--- config.mk ---
export PLATFORM = sky130hd
export DESIGN_NAME = bus_seq
export DESIGN_NICKNAME = d
export VERILOG_FILES = /design/src/rtl/bus_seq_pkg.sv /design/src/rtl/bus_seq_idle.sv /design/src/rtl/bus_seq_phase.sv /design/src/rtl/bus_seq_ctrl.sv /design/src/rtl/bus_seq.sv
export SDC_FILE = /design/constraint.sdc
export NUM_CORES = 1
export LEC_CHECK = 0
export ABC_AREA = 1
export BUFFER_PORTS_ARGS = -buffer_cell sky130_fd_sc_hd__buf_2
export CORE_MARGIN = 4
export CORE_UTILIZATION = 26
export DETAILED_ROUTE_END_ITERATION = 10
export GPL_ROUTABILITY_DRIVEN = 1
export SKIP_LAST_GASP = 1
export SLEW_MARGIN = 20
export SYNTH_ARGS = -nofsm -noshare
export SYNTH_HDL_FRONTEND = slang
export SYNTH_SLANG_ARGS = --single-unit
--- constraint.sdc ---
create_clock -name clk_i -period 1.5 [get_ports clk_i]
set_input_delay 0.3 -clock clk_i [delete_from_list [all_inputs] [get_ports clk_i]]
set_output_delay 0.3 -clock clk_i [all_outputs]
set_load 0.01 [all_outputs]
--- src/rtl/bus_seq_pkg.sv ---
package bus_seq_pkg;
  localparam int REQ_W   = 7;
  localparam int B_OUT   = 0;
  localparam int B_HIGH  = 1;
  localparam int B_WIDE  = 2;
  localparam int B_CODE  = 3;
  localparam int B_IO    = 4;
  localparam int B_MEM   = 5;
  localparam int B_ACK   = 6;

  typedef enum logic [1:0] {PH_T1 = 2'd0, PH_T2 = 2'd1, PH_T3 = 2'd2, PH_T4 = 2'd3} phase_e;

  function automatic logic is_data(input logic [REQ_W-1:0] r);
    return r[B_IO] | r[B_MEM] | r[B_ACK];
  endfunction
endpackage

--- src/rtl/bus_seq_idle.sv ---
module bus_seq_idle #(
  parameter int W = 3
) (
  input  logic         clk_i,
  input  logic         rst_ni,
  input  logic         load_i,
  input  logic [W-1:0] val_i,
  output logic         busy_o
);
  logic [W-1:0] cnt_q;

  always_ff @(posedge clk_i or negedge rst_ni) begin
    if (!rst_ni)          cnt_q <= '0;
    else if (load_i)      cnt_q <= val_i;
    else if (cnt_q != '0) cnt_q <= cnt_q - 1'b1;
  end

  assign busy_o = (cnt_q != '0);
endmodule

--- src/rtl/bus_seq_phase.sv ---
module bus_seq_phase
  import bus_seq_pkg::*;
(
  input  logic   clk_i,
  input  logic   rst_ni,
  input  logic   clear_i,
  input  logic   hold_i,
  input  phase_e base_i,
  output phase_e phase_o
);
  always_ff @(posedge clk_i or negedge rst_ni) begin
    if (!rst_ni)      phase_o <= PH_T1;
    else if (clear_i) phase_o <= PH_T1;
    else if (hold_i)  phase_o <= base_i;
    else              phase_o <= phase_e'(base_i + 2'd1);
  end
endmodule

--- src/rtl/bus_seq_ctrl.sv ---
module bus_seq_ctrl
  import bus_seq_pkg::*;
#(
  parameter int IDLE_W = 3
) (
  input  phase_e            phase_i,
  input  logic              sched_i,
  input  logic              idle_busy_i,
  input  logic              data_i,
  input  logic              arrive_i,
  input  logic              flush_i,
  input  logic              suspend_i,
  input  logic              rdy_i,
  output phase_e            eff_phase_o,
  output logic              ph_clear_o,
  output logic              ph_hold_o,
  output logic              idle_load_o,
  output logic [IDLE_W-1:0] idle_val_o,
  output logic              sched_clr_o,
  output logic              sched_eval_o,
  output logic              xfer_o,
  output logic              latch_code_o
);
  localparam logic [IDLE_W-1:0] SUSP_IDLE = IDLE_W'(3);

  logic late_abort, early_cancel, active;

  assign late_abort   = arrive_i & sched_i & phase_i[1];
  assign early_cancel = arrive_i & sched_i & ~phase_i[1];

  always_comb begin
    eff_phase_o  = phase_i;
    ph_clear_o   = 1'b0;
    ph_hold_o    = 1'b0;
    idle_load_o  = 1'b0;
    idle_val_o   = '0;
    sched_clr_o  = 1'b0;
    sched_eval_o = 1'b0;
    xfer_o       = 1'b0;
    latch_code_o = 1'b0;
    active       = 1'b0;
    if (flush_i) begin
      ph_clear_o  = 1'b1;
      sched_clr_o = 1'b1;
      idle_load_o = suspend_i;
      idle_val_o  = SUSP_IDLE;
    end else if (idle_busy_i) begin
      ph_hold_o = 1'b1;
    end else if (late_abort) begin
      // arrival clock counts as first idle clock: 3 at T3, 2 at T4
      ph_clear_o  = 1'b1;
      sched_clr_o = 1'b1;
      idle_load_o = 1'b1;
      idle_val_o  = IDLE_W'(3'd4 - {1'b0, phase_i});
    end else begin
      if (early_cancel) begin
        eff_phase_o = PH_T1;
        sched_clr_o = 1'b1;
      end
      active = data_i | (sched_i & ~early_cancel);
      if (active && !rdy_i) begin
        ph_hold_o = 1'b1;
      end else begin
        latch_code_o = active && (eff_phase_o == PH_T1);
        xfer_o       = active && (eff_phase_o == PH_T3);
        sched_eval_o = (eff_phase_o == PH_T3);
      end
    end
  end
endmodule

--- src/rtl/bus_seq.sv ---
module bus_seq
  import bus_seq_pkg::*;
#(
  parameter int QDEPTH = 6,
  parameter int IDLE_W = 3,
  parameter int LVL_W  = $clog2(QDEPTH + 1)
) (
  input  logic             clk_i,
  input  logic             rst_ni,
  input  logic [REQ_W-1:0] req_i,
  input  logic [LVL_W-1:0] q_level_i,
  input  logic             pf_en_i,
  input  logic             flush_i,
  input  logic             suspend_i,
  input  logic             rdy_i,
  output logic [1:0]       phase_o,
  output logic             xfer_o,
  output logic [REQ_W-1:0] xfer_type_o,
  output logic             code_o,
  output logic             passive_o
);
  localparam logic [LVL_W-1:0] FULL_LVL = LVL_W'(QDEPTH);
  localparam logic [REQ_W-1:0] CODE_T   = REQ_W'(1) << B_CODE;

  phase_e            phase_q, eff_phase;
  logic              sched_q, req_prev_q, code_q;
  logic              data_req, arrive, idle_busy;
  logic              ph_clear, ph_hold, idle_load, sched_clr, sched_eval, xfer, latch_code;
  logic [IDLE_W-1:0] idle_val;

  assign data_req = is_data(req_i);
  assign arrive   = data_req & ~req_prev_q;

  bus_seq_ctrl #(.IDLE_W(IDLE_W)) u_ctrl (
    .phase_i     (phase_q),
    .sched_i     (sched_q),
    .idle_busy_i (idle_busy),
    .data_i      (data_req),
    .arrive_i    (arrive),
    .flush_i     (flush_i),
    .suspend_i   (suspend_i),
    .rdy_i       (rdy_i),
    .eff_phase_o (eff_phase),
    .ph_clear_o  (ph_clear),
    .ph_hold_o   (ph_hold),
    .idle_load_o (idle_load),
    .idle_val_o  (idle_val),
    .sched_clr_o (sched_clr),
    .sched_eval_o(sched_eval),
    .xfer_o      (xfer),
    .latch_code_o(latch_code)
  );

  bus_seq_phase u_phase (
    .clk_i  (clk_i),
    .rst_ni (rst_ni),
    .clear_i(ph_clear),
    .hold_i (ph_hold),
    .base_i (eff_phase),
    .phase_o(phase_q)
  );

  bus_seq_idle #(.W(IDLE_W)) u_idle (
    .clk_i (clk_i),
    .rst_ni(rst_ni),
    .load_i(idle_load),
    .val_i (idle_val),
    .busy_o(idle_busy)
  );

  always_ff @(posedge clk_i or negedge rst_ni) begin
    if (!rst_ni) begin
      sched_q    <= 1'b1;
      req_prev_q <= 1'b0;
      code_q     <= 1'b0;
    end else begin
      req_prev_q <= data_req;
      if (sched_eval)      sched_q <= pf_en_i & (q_level_i < FULL_LVL);
      else if (sched_clr)  sched_q <= 1'b0;
      if (latch_code)      code_q  <= ~data_req;
    end
  end

  assign phase_o     = eff_phase;
  assign xfer_o      = xfer;
  assign xfer_type_o = !xfer ? '0 : (data_req ? req_i : CODE_T);
  assign code_o      = code_q;
  assign passive_o   = ~data_req & ~((phase_q == PH_T1) & sched_q);
endmodule

==> summary.md, run 1 <==
| Metric | Value |
|---|---|
| Pwr Total | 1.30 mW |
| CTS root buf | clkbuf_4 |
| CTS tree | yes |
| Maximum clock rate | 0.499 GHz |
| First-pass GRT wire length | 3.24 mm |
| Met3 routed WL | 156 um |
| Failing checks | setup timing |
| GPL Wtd Cong | 0.756 |
| CP arrival | 1.71 ns |
| Final hold vios | 0 |
| DRT Pass-1 Iters | 4 |
| N_diodes | 0 |
| Static Leak | 0.668 nW |
| Initial antenna violation count | 0 |
| Slew headroom | 77.7% |
| Area grow syn2layout | 84.6% |
| RSZ-0062 raised after global routing | yes |
| Max clock buf depth | 2 |
| Seq/Total Area, Yosys | 29.8% |
| Number of max-cap violations | 0 |
| Mean Syn Cell Area | 6.82 sq um |
| Total Nets Final | 180 |
| Die ar. | 3480 sq um |
| #FFs+latches synth | 8 |
| IO Pins | 28 |
| Most frequent cells in the layout | 29 x buf_4, 22 x buf_2, 21 x nand2_1 |
| CP Capture Type | output pin |
| Worst slack, placed | -0.269 ns |
| Clock Skew | 0.00427 ns |
| Maximum VDD drop | 821 uV |
| Chip Width | 59.0 um |
| Avg WL per Cell | 10.4 um |
| Grt total ovfl | 0 |
| IO Port Bufs | 26 |
| Setup total negative slack | -4.83 ns |
| Die Y | 59.0 um |
| Met2 Wirelength | 997 um |
| Total wire length | 1.97 mm |
| Metal-1 WL | 761 um |
| Initial Utilization | 27.3% |
| Routed vias | 811 |
| Clk slew on worst S/H paths | 0.05 ns |
| Utilization after layout | 50.4% |
| Setup violations, final | 17 |
| Hpwl dp | 1.46 mm |
| Status | finished, violations left |
| Final Cycle Share | 134% |
| Crit-path most repeated cell | nor2_4 |
| Vias per cell | 4.29 |
| Final worst slack | -0.505 ns |
| Max layer used | met4 |
| Largest net degree at the start of global routing | 9 |
| DR iter-0 viols | 20 |
| Final-report max-slew violation count | 0 |
| Syn nets | 119 |
| CP cell instances | inv_2 -> nor2_4 -> buf_4 -> nand2_4 -> nor2_4 -> inv_2 -> nand3_2 -> a21oi_4 -> nand2_4 -> nor2_4 -> buf_6 |
| Synth Instances | 99 |
| GRT Total Usage | 12.4% |
| Crit-path max FO | 5 |
| Hold/Removal Path Class | in2reg |
| H-Tree Level Count | 1 |
| ANT nets after route | 0 |
| Sink Count | 8 |
| Slew @ Worst Pin | 0.332 ns |
| Crit-path max cell delay | 0.53 ns |
| Post-synthesis cell type count | 23 |
| Startpoint types | flip-flop |
| Mapped Area | 676 sq um |
| Critical path required time | 1.20 ns |
| CP Class | reg2out |
| Vias in the first global route | 792 |
| Tmin final | 2.01 ns |
| Layout cells sized above 1 | 61.6% |
| Commonest non-fill, non-tap cell in the layout | buf_4 |
| CTS buffer count | 3 |
| Core area | 2480 sq um |
| DRC | 0 |
| Slowest cell on crit path | dfstp_2 |
| Number of core rows | 18 |
| PD cells | 1040 nW/um^2 |
| Skew-Pair Late Insertion Delay | 0.26 ns |
| Synth warnings | 0 |
## what timing repair did
item,in CTS,in global routing
buffers inserted,6,2
endpoints found under the hold margin,7,0
pin swaps,8,5
resized for setup,20,9
hold buffers,1,0
setup endpoints to repair,14,17
## metal layers
layer	vias up	global-route usage, %
li1	423	-
met1	349	14.2
met2	30	20.7
met3	9	4.58
met4	0	4.85
met5	-	0
## worst max-delay path, delay by kind of cell (launching register included)
family	cells	cell delay, ns
DFF	1	0.53
and+or+nand+nor	6	0.53
buffers and inverters	4	0.33
AOI/OAI and AO/OA	1	0.05
## report_power, final
part           switching (mW)  internal (mW)
logic                   0.394          0.411
clock network          0.0730          0.102
registers              0.0345          0.282
total                   0.501          0.794
## registers in the layout (all words and copies together), names as in the netlist
name,cells
u_idle.cnt_q,3
u_phase.phase_o,2
sched_q,1
req_prev_q,1
code_o,1
## layout make-up
type	count	area [sq um]
clock buffer	4	26.3
fill	241	1230
inverter	20	75.1
multi-input combinational	70	513
sequential	8	201
tap	30	37.5
timing repair buffer	57	394
## cell families after synthesis
kind of cell / synth area share (%)
AOI/OAI and AO/OA: 11.7
xor gates and xnor gates: 2.59
adders and majority gates: 7.41
buffers and inverters: 11.7
DFF: 29.8
and+or+nand+nor: 36.9
## worst paths after layout
kind / start / end / cells after the start / slack [ns]
min in group asynchronous: rst_ni / u_idle.cnt_q[1]$_DFFE_PN0P_ / 2 / 0.40
setup / recovery: sched_q$_DFFE_PN1P_ / xfer_type_o[3] / 11 / -0.51
hold / removal: pf_en_i / sched_q$_DFFE_PN1P_ / 3 / 0.28
max in group asynchronous: rst_ni / sched_q$_DFFE_PN1P_ / 2 / 0.86
hold reg to reg: code_o$_DFFE_PN0P_ / code_o$_DFFE_PN0P_ / 4 / 0.53
setup reg to reg: u_idle.cnt_q[0]$_DFFE_PN0P_ / code_o$_DFFE_PN0P_ / 11 / -0.21
## through the flow
stage | hold slack (ns) | instance area (sq um) | instances
2_1_floorplan | 0.00441 | 711 | 99
3_3_place_gp | 0.150 | 1050 | 177
3_5_place_dp | 0.153 | 1050 | 177
4_1_cts | 0.277 | 1210 | 188
5_1_grt | 0.294 | 1250 | 189
6_report | 0.278 | 1250 | 189
## cell usage after synthesis
cell type  count  area (sq um)
a211oi_1       1          7.51
a21oi_1        2          10.0
a21oi_2        1          8.76
a21oi_4        1          16.3
clkbuf_1       1          3.75
dfrtp_1        7           175
dfstp_2        1          26.3
ha_1           4          50.1
inv_1         16          60.1
inv_2          4          15.0
nand2_1       26          97.6
nand2_2        3          18.8
nand2_4        1          11.3
nand3_1        5          25.0
nand3_2        2          20.0
nor2_1        11          41.3
nor2_2         2          12.5
nor2_4         2          22.5
o21ai_0        2          10.0
o21ai_1        4          20.0
o22ai_1        1          6.26
xnor2_1        1          8.76
xor2_1         1          8.76
Note: power is estimated with default switching activity, not from simulation.
==> run 2, diff against run 1 <==
- ABC_AREA: 1 -> unset
- RECOVER_POWER: unset -> 25
==> summary.md, run 2 <==
| Metric | Value |
|---|---|
| Status | finished, violations left (unchanged) |
| Failing checks | setup timing (unchanged) |
| WHS Path Cells | 3 (unchanged) |
| Slew headroom | 68.5% (was 77.7%) |
| Die ar. | 3590 sq um (was 3480 sq um) |
| Setup violations, final | 15 (was 17) |
| Max clock buf depth | 2 (unchanged) |
| R2r setup slk | -0.22 ns (was -0.21 ns) |
| CP Capture Type | output pin (unchanged) |
| Number of max-cap violations | 0 (unchanged) |
| P_sw | 0.649 mW (was 0.501 mW) |
| Number of flops mapped to enable cells by yosys | 0 (unchanged) |
| Number of core rows | 18 (unchanged) |
| Routed vias | 826 (was 811) |
| Largest area contributor in the netlist | dfrtp_1 (unchanged) |
| RSZ-0062 raised after global routing | yes (unchanged) |
| Hold_ws | 0.260 ns (was 0.278 ns) |
| Sink Count | 8 (unchanged) |
| CTS buffer count | 3 (unchanged) |
| Static Leak | 0.602 nW (was 0.668 nW) |
| WP buf/inv | 2 (was 4) |
| Hold/Removal Path Class | in2reg (unchanged) |
| Slew @ Worst Pin | 0.472 ns (was 0.332 ns) |
| Area grow syn2layout | 95.4% (was 84.6%) |
| Worst slack, placed | -0.214 ns (was -0.269 ns) |
| Vias in the first global route | 924 (was 792) |
| Skew-Pair Late Insertion Delay | 0.26 ns (about the same) |
| Most frequent cells in the layout | 22 x buf_4, 17 x buf_2, 16 x buf_6 (was 29 x buf_4, 22 x buf_2, 21 x nand2_1) |
| Startpoint types | flip-flop (unchanged) |
| Worst Min Path Start | pf_en_i (unchanged) |
| DRT Pass-1 Iters | 4 (unchanged) |
| Post-synthesis cell type count | 37 (was 23) |
| Reg power frac | 19.5% (was 24.4%) |
| Comb power frac | 68.7% (was 62.1%) |
| First-pass GRT wire length | 3.79 mm (was 3.24 mm) |
| Mapped Area | 701 sq um (was 676 sq um) |
| Slowest cell on crit path | dfrtp_1 (was dfstp_2) |
| Synth warnings | 0 (unchanged) |
| CP startpoint | u_idle.cnt_q[0]$_DFFE_PN0P_ (was sched_q$_DFFE_PN1P_) |
| IO Pins | 28 (unchanged) |
| Cell with the most instances after synthesis | nor2_1 (was nand2_1) |
| Seq/Total Area, Yosys | 28.7% (was 29.8%) |
| Final worst slack | -0.402 ns (was -0.505 ns) |
| PD cells | 1170 nW/um^2 (was 1040 nW/um^2) |
| CP arrival | 1.60 ns (was 1.71 ns) |
| Chip Width | 59.9 um (was 59.0 um) |
| CTS root buf | clkbuf_4 (unchanged) |
| Top_reg_cell synth | dfrtp_1 (unchanged) |
| Top cell type's share of synthesized area | 25.0% (was 25.9%) |
| GPL Wtd Cong | 0.896 (was 0.756) |
| Post-synth top cells | 8 x nor2_1, 7 x dfrtp_1, 7 x nand2_1, 6 x inv_1 (was 26 x nand2_1, 16 x inv_1, 11 x nor2_1, 7 x dfrtp_1, 5 x nand3_1) |
| CP top delay family | simple AND/OR/NAND/NOR gates (was flip-flops) |
| #FFs+latches synth | 8 (unchanged) |
| Mean Syn Cell Area | 8.44 sq um (was 6.82 sq um) |
| Final Cycle Share | 127% (was 134%) |
| CP Class | reg2out (unchanged) |
| Top Registers | u_idle.cnt_q: 3 flops, u_phase.phase_o: 2 flops (unchanged) |
| Final-report max-slew violation count | 0 (unchanged) |
| ANT nets after route | 0 (unchanged) |
| Grt total ovfl | 0 (unchanged) |
| Commonest non-fill, non-tap cell in the layout | buf_4 (unchanged) |
| Crit-path max FO | 8 (was 5) |
| DR iter-0 viols | 12 (was 20) |
| Die Y | 59.9 um (was 59.0 um) |
| Synth Instances | 83 (was 99) |
| Syn nets | 103 (was 119) |
| Maximum VDD drop | 1040 uV (was 821 uV) |
| GRT Total Usage | 14.1% (was 12.4%) |
| Biggest register | u_idle.cnt_q (unchanged) |
| # placed instances | 157 (was 177) |
| Critical path required time | 1.20 ns (about the same) |
| Cell Count, Final, Fillers Out | 170 (was 189) |
| Largest net degree at the start of global routing | 10 (was 9) |
| Levels on crit path | 7 (was 11) |
| Top cells by area, synth | dfrtp_1 25%, ha_1 7.1%, mux2i_1 4.3% (was dfrtp_1 26%, nand2_1 14%, inv_1 8.9%) |
| Final hold vios | 0 (unchanged) |
| Core area | 2520 sq um (was 2480 sq um) |
| Tmin final | 1.90 ns (was 2.01 ns) |
| Initial Utilization | 27.8% (was 27.3%) |
| H-Tree Level Count | 1 (unchanged) |
| Crit Reg-Reg Endpoint | u_phase.phase_o[0]$_DFF_PN0_ (was code_o$_DFFE_PN0P_) |
| Net Sw Frac | 40.5% (was 38.7%) |
| IO Port Bufs | 26 (unchanged) |
| Initial antenna violation count | 0 (unchanged) |
| Clk slew on worst S/H paths | 0.06 ns (was 0.05 ns) |
| Layout cells sized above 1 | 67.1% (was 61.6%) |
| Pwr Total | 1.60 mW (was 1.30 mW) |
| Vias per cell | 4.86 (was 4.29) |
| Total wire length | 2.37 mm (was 1.97 mm) |
| DRC | 0 (unchanged) |
| Total Nets Final | 161 (was 180) |
| Maximum clock rate | 0.526 GHz (was 0.499 GHz) |
| Synth async-reset ratio | 100% (unchanged) |
| CP cell instances | inv_2 -> ha_4 -> nand2b_4 -> nor2_4 -> and4_4 -> a21boi_4 -> buf_6 (was inv_2 -> nor2_4 -> buf_4 -> nand2_4 -> nor2_4 -> inv_2 -> nand3_2 -> a21oi_4 -> nand2_4 -> nor2_4 -> buf_6) |
| N_diodes | 0 (unchanged) |
| Int Pwr | 0.954 mW (was 0.794 mW) |
| Crit-path max cell delay | 0.38 ns (was 0.53 ns) |
| RR Startpoint | u_phase.phase_o[1]$_DFF_PN0_ (was u_idle.cnt_q[0]$_DFFE_PN0P_) |
| Max reg flops | 3 (unchanged) |
| R2R depth | 5 (was 11) |
| Hold endpoint | sched_q$_DFFE_PN1P_ (unchanged) |
| CTS tree | yes (unchanged) |
| Clock Skew | 0.00188 ns (was 0.00427 ns) |
| Clock power share | 11.8% (was 13.5%) |
| Avg WL per Cell | 14.0 um (was 10.4 um) |
| Hpwl dp | 1.72 mm (was 1.46 mm) |
## run 2: changes by cell type in the layout (fill, tap and decap cells not counted), moves of 5 or more
cell     previous run  this run
buf_4              29        22
buf_2              22        17
buf_6               5        16
nor2_4              7         1
inv_2               9         3
nand2_2             5         0
inv_1              11         3
nand2_1            21         7
## run 2: tightest hold or removal path: stages
cell and delay (ns):
buf_2 0.09, nand2_1 0.06, mux2i_1 0.06
## run 2: stage by stage
step / utilization [%] / TNS, ns / instance area (sq um)
3_5_place_dp: 42.5 / -1.95 / 1070
5_1_grt: 54.3 / -5.14 / 1370
6_report: 54.3 / -3.75 / 1370
3_3_place_gp: 42.5 / -1.59 / 1070
4_1_cts: 50.9 / -3.58 / 1280
2_1_floorplan: - / -1.04 / 773
## run 2: cell families after synthesis
| kind of cell | share of synthesized area [%] |
|---|---|
| simple gates | 34.5 |
| compound gates | 16.6 |
| buf+inv | 7.14 |
| flops | 28.8 |
| mux | 5.89 |
| fa+ha+maj | 7.14 |
## run 2: routing by layer
metal	track usage, %	vias up	share of wire, %	wire length [um]
met2	25.3	16	56	1340
met1	16.0	401	39	925
met4	4.43	0	0.38	9
met5	0	-	0	0
li1	-	407	-	-
met3	3.89	2	4.1	98
## run 2: how the worst max path moves through the flow
stage,endpoint,slack (ns)
5_1_grt,xfer_type_o[3],-0.50
3_3_place_gp,xfer_type_o[3],-0.19
4_1_cts,xfer_type_o[3],-0.41
3_5_place_dp,xfer_type_o[3],-0.21
2_1_floorplan,u_phase.phase_o[0]$_DFF_PN0_,-0.13
6_report,xfer_type_o[3],-0.40
## run 2: power by group through the flow
| stage | clock, mW | sequential (mW) | combinational (mW) |
|---|---|---|---|
| after floorplan | 0 | 0.313 | 0.488 |
| after CTS | 0.196 | 0.312 | 0.953 |
| final | 0.188 | 0.313 | 1.10 |
| after global routing | 0.211 | 0.324 | 1.19 |
| after detailed placement | 0 | 0.312 | 0.793 |
| after global placement | 0 | 0.311 | 0.762 |
## run 2: timing repair
item / CTS / global route
endpoints found under the hold margin: 7 / 0
hold buffers: 1 / 0
gates cloned: 0 / 0
pin swaps: 13 / 14
endpoints found under the setup margin: 14 / 17
buffers inserted: 9 / 4
gates resized for setup: 23 / 21
## run 2: cell type report
cell class	count	area, sq um
Clock buffer	4	26.3
Sequential cell	8	201
Timing Repair Buffer	57	444
Tap cell	30	37.5
Inverter	7	28.8
Multi-Input combinational cell	64	631
Fill cell	227	1150
==> run 3, diff against run 2 <==
- CORE_UTILIZATION: 26 -> 42
- PLACE_DENSITY: unset -> 0.74
- RECOVER_POWER: 25 -> 100
==> summary.md, run 3 (synthesis gave the netlist of run 2 again) <==
| Metric | Value |
|---|---|
| RR Startpoint | u_idle.cnt_q[0]$_DFFE_PN0P_ (was u_phase.phase_o[1]$_DFF_PN0_) |
| Area grow syn2layout | 79.3% (was 95.4%) |
| Final worst slack | -0.467 ns (was -0.402 ns) |
| Clk slew on worst S/H paths | 0.06 ns (about the same) |
| Skew-Pair Late Insertion Delay | 0.26 ns (about the same) |
| Crit-path max FO | 8 (unchanged) |
| Routed vias | 889 (was 826) |
| CP Class | reg2out (unchanged) |
| Final Cycle Share | 131% (was 127%) |
| Maximum VDD drop | 954 uV (was 1040 uV) |
| Clock Skew | 0.00803 ns (was 0.00188 ns) |
| Initial antenna violation count | 0 (unchanged) |
| Slew headroom | 70.1% (was 68.5%) |
| Slew @ Worst Pin | 0.449 ns (was 0.472 ns) |
| Utilization after layout | 81.5% (was 54.3%) |
| DRT Pass-1 Iters | 4 (unchanged) |
| Critical path required time | 1.20 ns (about the same) |
| First-pass GRT wire length | 4.03 mm (was 3.79 mm) |
| N_diodes | 0 (unchanged) |
| Vias per cell | 5.66 (was 4.86) |
| RSZ-0062 raised after global routing | yes (unchanged) |
| Vias in the first global route | 863 (was 924) |
| Sink Count | 8 (unchanged) |
| Maximum clock rate | 0.508 GHz (was 0.526 GHz) |
| Grt total ovfl | 0 (unchanged) |
| IO Pins | 28 (unchanged) |
| CTS root buf | clkbuf_4 (unchanged) |
| Largest net degree at the start of global routing | 10 (unchanged) |
| GPL Wtd Cong | 0.823 (was 0.896) |
| Most frequent cells in the layout | 24 x buf_4, 16 x buf_2, 14 x buf_6 (was 22 x buf_4, 17 x buf_2, 16 x buf_6) |
| Die Y | 48.8 um (was 59.9 um) |
| CTS tree | yes (unchanged) |
| Layout cells sized above 1 | 60.3% (was 67.1%) |
| Final-report max-slew violation count | 0 (unchanged) |
| ANT nets after route | 0 (unchanged) |
| Chip Width | 48.8 um (was 59.9 um) |
| CP arrival | 1.67 ns (was 1.60 ns) |
| H-Tree Level Count | 1 (unchanged) |
| Static Leak | 0.585 nW (was 0.602 nW) |
| CP Capture Type | output pin (unchanged) |
| Failing checks | setup timing (unchanged) |
| Biggest register | u_idle.cnt_q (unchanged) |
| Startpoint types | flip-flop (unchanged) |
| Total wire length | 2.72 mm (was 2.37 mm) |
| Number of max-cap violations | 0 (unchanged) |
| Pwr Total | 1.50 mW (was 1.60 mW) |
| Setup total negative slack | -4.60 ns (was -3.75 ns) |
| Crit Reg-Reg Endpoint | u_phase.phase_o[0]$_DFF_PN0_ (unchanged) |
| Tmin final | 1.97 ns (was 1.90 ns) |
| Avg WL per Cell | 17.3 um (was 14.0 um) |
| Commonest non-fill, non-tap cell in the layout | buf_4 (unchanged) |
| FILL cells | 85 (was 227) |
| Status | finished, violations left (unchanged) |
| Total Nets Final | 162 (was 161) |
| Number of core rows | 14 (was 18) |
| Initial Utilization | 45.5% (was 27.8%) |
| Hold endpoint | sched_q$_DFFE_PN1P_ (unchanged) |
| Worst Min Path Start | pf_en_i (unchanged) |
| Core area | 1540 sq um (was 2520 sq um) |
| Top Registers | u_idle.cnt_q: 3 flops, u_phase.phase_o: 2 flops (unchanged) |
| IO Port Bufs | 26 (unchanged) |
| R2r setup slk | -0.28 ns (was -0.22 ns) |
| DRC | 0 (unchanged) |
| WHS Path Cells | 3 (unchanged) |
| CTS buffer count | 3 (unchanged) |
| GRT Total Usage | 21.3% (was 14.1%) |
| DR iter-0 viols | 47 (was 12) |
| Max clock buf depth | 2 (unchanged) |
| Hold/Removal Path Class | in2reg (unchanged) |
| Die ar. | 2390 sq um (was 3590 sq um) |
| R2R depth | 7 (was 5) |
| Hpwl dp | 1.68 mm (was 1.72 mm) |
| Max reg flops | 3 (unchanged) |
| Setup violations, final | 15 (unchanged) |
| Final hold vios | 0 (unchanged) |
| PD cells | 1200 nW/um^2 (was 1170 nW/um^2) |
-- run 3: per-layer routing --
metal,global-route usage [%],up-vias,part of all wire (%)
met2,34.8,57,49
met4,4.04,0,2.7
met3,4.89,10,7.5
met1,28.5,414,41
li1,-,408,-
met5,0,-,0
-- run 3: worst max-delay path by stage --
stage | from | slack (ns) | end
CTS | u_idle.cnt_q[0]$_DFFE_PN0P_ | -0.41 | xfer_type_o[3]
global placement | u_idle.cnt_q[1]$_DFFE_PN0P_ | -0.17 | xfer_type_o[3]
finish | u_idle.cnt_q[0]$_DFFE_PN0P_ | -0.47 | xfer_type_o[3]
detailed placement | u_idle.cnt_q[1]$_DFFE_PN0P_ | -0.22 | xfer_type_o[1]
floorplan | u_idle.cnt_q[0]$_DFFE_PN0P_ | -0.13 | u_phase.phase_o[0]$_DFF_PN0_
global route | u_idle.cnt_q[0]$_DFFE_PN0P_ | -0.56 | xfer_type_o[3]
-- run 3: cell type report --
type | instances | area (sq um) | area share, %
inverters | 7 | 26.3 | 2.09
clock buffers | 4 | 26.3 | 2.09
flip-flops and latches | 8 | 201 | 16.0
repair buffers | 58 | 443 | 35.3
multi-input cells | 64 | 539 | 42.9
well taps | 16 | 20.0 | 1.59
-- run 3: metrics by stage --
step	instances	hold WS, ns	setup WS [ns]	area, sq um
2_1_floorplan	83	0.00441	-0.134	773
3_3_place_gp	141	0.153	-0.169	1040
3_5_place_dp	141	0.151	-0.222	1040
4_1_cts	151	0.247	-0.408	1190
5_1_grt	157	0.267	-0.558	1260
6_report	157	0.247	-0.467	1260
-- run 3: repair_timing --
action,in CTS,in global routing
buffers inserted,5,7
resized for setup,14,9
gates cloned,0,0
endpoints found under the hold margin,7,0
setup endpoints to repair,14,16
pin swaps,4,6
hold buffers,1,0
-- run 3: report_power, final --
| part | internal, mW | switching (mW) |
|---|---|---|
| combinational | 0.519 | 0.480 |
| clock | 0.102 | 0.0782 |
| sequential | 0.276 | 0.0483 |
| total | 0.897 | 0.607 |
-- run 3: critical path, stage by stage, from the launching register on --
cell      delay [ns]
dfrtp_1         0.40
inv_2           0.09
ha_4            0.15
nand2b_4        0.07
nor2_4          0.10
and4_4          0.28
a21boi_4        0.19
buf_6           0.11
